===== src/rtl/clkdiv_pkg.sv =====
package clkdiv_pkg;

  // How the divided clock is formed from the counter phase.
  typedef enum logic [1:0] {
    SHAPE_EVEN = 2'd0,
    SHAPE_ODD  = 2'd1,
    SHAPE_PASS = 2'd2
  } shape_e;

  function automatic shape_e pick_shape(input logic is_one, input logic is_odd);
    if (is_one)      return SHAPE_PASS;
    else if (is_odd) return SHAPE_ODD;
    return SHAPE_EVEN;
  endfunction

endpackage


===== src/rtl/clkdiv_reload.sv =====
module clkdiv_reload
  import clkdiv_pkg::*;
#(
  parameter int CW = 8
) (
  input  logic          clk,
  input  logic          rst,
  input  logic          en,
  input  logic          wrap,
  input  logic [CW-1:0] div_in,
  output logic [CW-1:0] div_q,
  output shape_e        shape_q
);

  localparam logic [CW-1:0] ONE = CW'(1);

  logic [CW-1:0] div_eff;

  // a zero request is the same as divide-by-one.
  assign div_eff = (div_in == '0) ? ONE : div_in;

  // the ratio and its shaping mode change only at a wrap.
  always_ff @(posedge clk) begin
    if (rst) begin
      div_q   <= ONE;
      shape_q <= SHAPE_EVEN;
    end else if (en && wrap) begin
      div_q   <= div_eff;
      shape_q <= pick_shape(div_eff == ONE, div_eff[0]);
    end
  end

endmodule


===== src/rtl/clkdiv_counter.sv =====
module clkdiv_counter #(
  parameter int CW = 8
) (
  input  logic          clk,
  input  logic          rst,
  input  logic          en,
  input  logic [CW-1:0] div_q,
  output logic [CW-1:0] count_q,
  output logic          wrap,
  output logic          tc_q
);

  // Last state of the period; div_q is never zero.
  assign wrap = (count_q == div_q - CW'(1));

  always_ff @(posedge clk) begin
    if (rst) begin
      count_q <= '0;
      tc_q    <= 1'b0;
    end else begin
      tc_q <= en & wrap;
      if (en) begin
        count_q <= wrap ? '0 : count_q + CW'(1);
      end
    end
  end

endmodule


===== src/rtl/clkdiv_shaper.sv =====
module clkdiv_shaper
  import clkdiv_pkg::*;
#(
  parameter int CW = 8
) (
  input  logic          clk,
  input  logic          rst,
  input  logic          en,
  input  logic          wrap,
  input  logic [CW-1:0] count_q,
  input  logic [CW-1:0] div_q,
  input  shape_e        shape_q,
  output logic          clk_div
);

  localparam int EW = CW + 1;

  logic [EW-1:0] half_len;
  logic [EW-1:0] next_pos;
  logic          rise_q;
  logic          fall_q;

  // Rising-edge phase is high for ceil(N/2) states starting at 0.
  assign half_len = EW'(div_q >> 1) + EW'(div_q[0]);
  assign next_pos = EW'(count_q) + EW'(1);

  always_ff @(posedge clk) begin
    if (rst) begin
      rise_q <= 1'b0;
    end else if (en) begin
      rise_q <= wrap | (next_pos < half_len);
    end
  end

  // Half-cycle delayed copy for odd ratios.
  always_ff @(negedge clk) begin
    if (rst) begin
      fall_q <= 1'b0;
    end else begin
      fall_q <= rise_q;
    end
  end

  always_comb begin
    case (shape_q)
      SHAPE_PASS: clk_div = clk;
      SHAPE_ODD:  clk_div = rise_q & fall_q;
      default:    clk_div = rise_q;
    endcase
  end

endmodule


===== src/rtl/clock_divider.sv =====
module clock_divider
  import clkdiv_pkg::*;
#(
  parameter int CW = 8
) (
  input  logic          clk,
  input  logic          rst,
  input  logic          en,
  input  logic [CW-1:0] div_in,
  output logic [CW-1:0] count,
  output logic          tc,
  output logic          clk_div
);

  logic [CW-1:0] div_q;
  shape_e        shape_q;
  logic          wrap;

  clkdiv_reload #(.CW(CW)) u_reload (
    .clk     (clk),
    .rst     (rst),
    .en      (en),
    .wrap    (wrap),
    .div_in  (div_in),
    .div_q   (div_q),
    .shape_q (shape_q)
  );

  clkdiv_counter #(.CW(CW)) u_counter (
    .clk     (clk),
    .rst     (rst),
    .en      (en),
    .div_q   (div_q),
    .count_q (count),
    .wrap    (wrap),
    .tc_q    (tc)
  );

  clkdiv_shaper #(.CW(CW)) u_shaper (
    .clk     (clk),
    .rst     (rst),
    .en      (en),
    .wrap    (wrap),
    .count_q (count),
    .div_q   (div_q),
    .shape_q (shape_q),
    .clk_div (clk_div)
  );

endmodule


===== config.mk =====
export PLATFORM = sky130hd
export DESIGN_NAME = clock_divider
export DESIGN_NICKNAME = d
export VERILOG_FILES = /design/src/rtl/clkdiv_pkg.sv /design/src/rtl/clkdiv_reload.sv /design/src/rtl/clkdiv_counter.sv /design/src/rtl/clkdiv_shaper.sv /design/src/rtl/clock_divider.sv
export SDC_FILE = /design/constraint.sdc
export NUM_CORES = 1
export LEC_CHECK = 0
export BUFFER_PORTS_ARGS = -buffer_cell sky130_fd_sc_hd__buf_2
export CORE_MARGIN = 8
export CORE_UTILIZATION = 55
export CTS_CLUSTER_DIAMETER = 200
export DETAILED_ROUTE_END_ITERATION = 7
export PLACE_DENSITY = 0.77
export SLEW_MARGIN = 0
export SYNTH_ARGS = -nofsm -noshare
export SYNTH_HDL_FRONTEND = slang
export SYNTH_SLANG_ARGS = --single-unit
export TNS_END_PERCENT = 50

===== constraint.sdc =====
create_clock -name clk -period 2.65 [get_ports clk]
set_clock_uncertainty 0.1 [all_clocks]
set_input_delay 0.3975 -clock clk [delete_from_list [all_inputs] [get_ports clk]]
set_output_delay 0.3975 -clock clk [all_outputs]
set_load 0.01 [all_outputs]

==> impl_metrics.ini <==
[synth]
synth_cell_types = 42
async_reset_ff_frac = 0
ys_warn_count = 0
synth.area.top_cells = dfxtp_1, ha_1, xnor2_1
synthesis.area_sq_um = 1530
synthDominantAreaCellType = dfxtp_1
post_synth_top_area_share = 0.275
mappedNetlistNets = 196
synth_edf_count = 0
ys_dominant_reg_cell = dfxtp_1
synth.avg_cell_area_sq_um = 8.90
synth-seq-cells = 21
gate_count_of_the_mapped_netlist = 172
synth_sequential_area_ratio = 0.275

[floorplanning]
std_cell_rows = 19
die_height_microns = 68.8
start_util = 0.565
dieWidth_microns = 68.8
ioPinCount = 21
coreArea_sq_um = 2710
die-area_sq_um = 4730

[clock_network]
clk_pin_slew_ns = 0.11
cts_tree = done
insertion_delay_ns = 0.42
cts_post_setup_buffers_inserted = 0

[detailed_routing]
routed.top_layer = met4
avgRoutedWirePerCell_microns = 15.6
dr.pass1.iters = 4
drtIter0Drc = 113
met2_wirelength_microns = 1660
wl_microns = 3480
drt_drc_violations_left = 0
route.vias.total = 1315
route.antenna.remaining_nets = 0
drt-vias-per-instance = 5.90
detailroute.wirelength.met3_microns = 173
wl_met1_microns = 1560

[finish]
stdcell_count = 223
drive_above_1_share = 0.203
insertedDiodeCount = 0
design.final.nets = 217
area_growth_syn_to_layout_pct = 9.64

[placement]
gp_routability_congestion = 0.843
post-place-cells = 216
dpl.hpwl_microns = 2630
port-buffer-count = 20

[min_path]
worst_hold_path_type = in2reg

[global_route]
number_of_global_route_vias_before_repair = 1351
track_usage = 0.171
antenna_found_initial = 0
grt_first_pass_wirelength_microns = 5980
total_congestion_overflow_after_global_routing = 0
grt_max_degree = 19

[sta]
timing_worst_slew_pin_value_ns = 0.528
hold_violations = 0
maxSlewHeadroom = 0.647
rsz_0062_raised_after_global_routing = yes
final_max_slew_viol_count = 0
timing.setup.tns_ns = -0.291
setup_ws_ns = -0.291
final-setup-viol-count = 1

[worst_setup_path]
worst-path-max-fanout = 1
worstPathArrival_ns = 2.44
critical_path_source_type = register
path_class = reg2out
critical_path_endpoint_category = output port
critPathRequiredTime_ns = 2.15

[outcome]
result_of_the_run = complete, but fails checks
violated_checks = setup timing

[run]
drv_cap = 0

[pwr]
leakage_uw = 0.000699
power_density_nw_per_um2 = 1240
power.ir.vdd_worst_mv = 0.909
cells in the mapped netlist, types with 2 or more instances:
| master | count |
|---|---|
| buf_6 | 3 |
| or3b_1 | 8 |
| nand2b_1 | 2 |
| and3_1 | 3 |
| a32o_1 | 7 |
| nand2_1 | 5 |
| xnor2_1 | 11 |
| nor2_1 | 11 |
| buf_2 | 4 |
| nor3_1 | 4 |
| clkbuf_1 | 3 |
| or4_1 | 2 |
| a21oi_1 | 12 |
| xor2_1 | 8 |
| o21ai_0 | 8 |
| nand3_1 | 12 |
| inv_1 | 10 |
| nand3b_1 | 2 |
| dfxtp_1 | 21 |
| o31ai_1 | 2 |
| ha_1 | 13 |
critical path: stages (launching register included):
cell     delay [ns]
dfxtp_2        0.30
a21oi_1        0.05
o22ai_1        0.14
buf_2          0.15
through the flow:
step / worst slack (ns) / hold WS (ns) / power, uW / instance area [sq um] / util
finish: -0.291 / 0.165 / 2080 / 1680 / 0.620
global route: -0.379 / 0.163 / 2300 / 1680 / 0.620
CTS: -0.320 / 0.149 / 2090 / 1680 / 0.619
detailed placement: 0.173 / 0.408 / 1850 / 1630 / 0.601
global placement: 0.229 / 0.387 / 1790 / 1630 / 0.601
floorplan: 0.135 / 0.369 / 1620 / 1530 / -
state kept, by name, summed over array words and instances (netlist names):
name               cells
u_reload.div_q         8
u_reload.shape_q       2
u_shaper.fall_q        1
u_counter.count_q      8
u_shaper.rise_q        1
u_counter.tc_q         1
layout by cell type (no fill, tap or decap), drive strengths merged, types with 4 or more instances in the layout:
cell and count:
o21ai 8, ha 13, or3b 8, a21oi 12, xnor2 12, dfxtp 21, nor2 11, buf 23
xor2 8, inv 11, clkbuf 6, nand2 5, nand3 12, and3 4, a32o 7, nor3 6
area by class of cell:
type,instances,area (sq um)
clock buffer,7,50.0
clock inverter,2,7.51
fill,235,1030
inverter,9,33.8
multi-input combinational,131,1010
sequential,21,423
tap,31,38.8
timing repair buffer,22,118
final timing paths:
kind	startpoint	depth (start not counted)	to	slack, ns
worst min register to register	u_reload.shape_q[1]	2	u_reload.shape_q[1]	0.42
worst min-delay path	div_in[0]	3	u_reload.div_q[0]	0.17
worst max-delay path	u_shaper.fall_q	3	clk_div	-0.29
worst max register to register	u_reload.div_q[1]	7	u_counter.count_q[4]	0.20
cell families after synthesis:
group           Yosys count  share of synthesized area
flops                    21                      0.275
compound gates           38                      0.185
buf+inv                  20                     0.0670
xor+xnor                 20                      0.119
fa+ha+maj                13                      0.106
mux                       1                    0.00654
simple gates             59                      0.241
metal layers:
metal / GRT usage / vias to the layer above
li1: - / 669
met1: 0.187 / 607
met2: 0.274 / 31
met3: 0.0549 / 8
met4: 0.123 / 0
met5: 0 / -
timing repair:
| action | in CTS | in global routing |
|---|---|---|
| hold buffers | 0 | 0 |
| setup endpoints to repair | 1 | 9 |
| resized for setup | 0 | 2 |
where the power goes:
part	switching [uW]	internal, uW
logic	746	560
clock network	127	115
registers	121	412
total	994	1090
No activity file was read; power rests on OpenSTA's default activity.
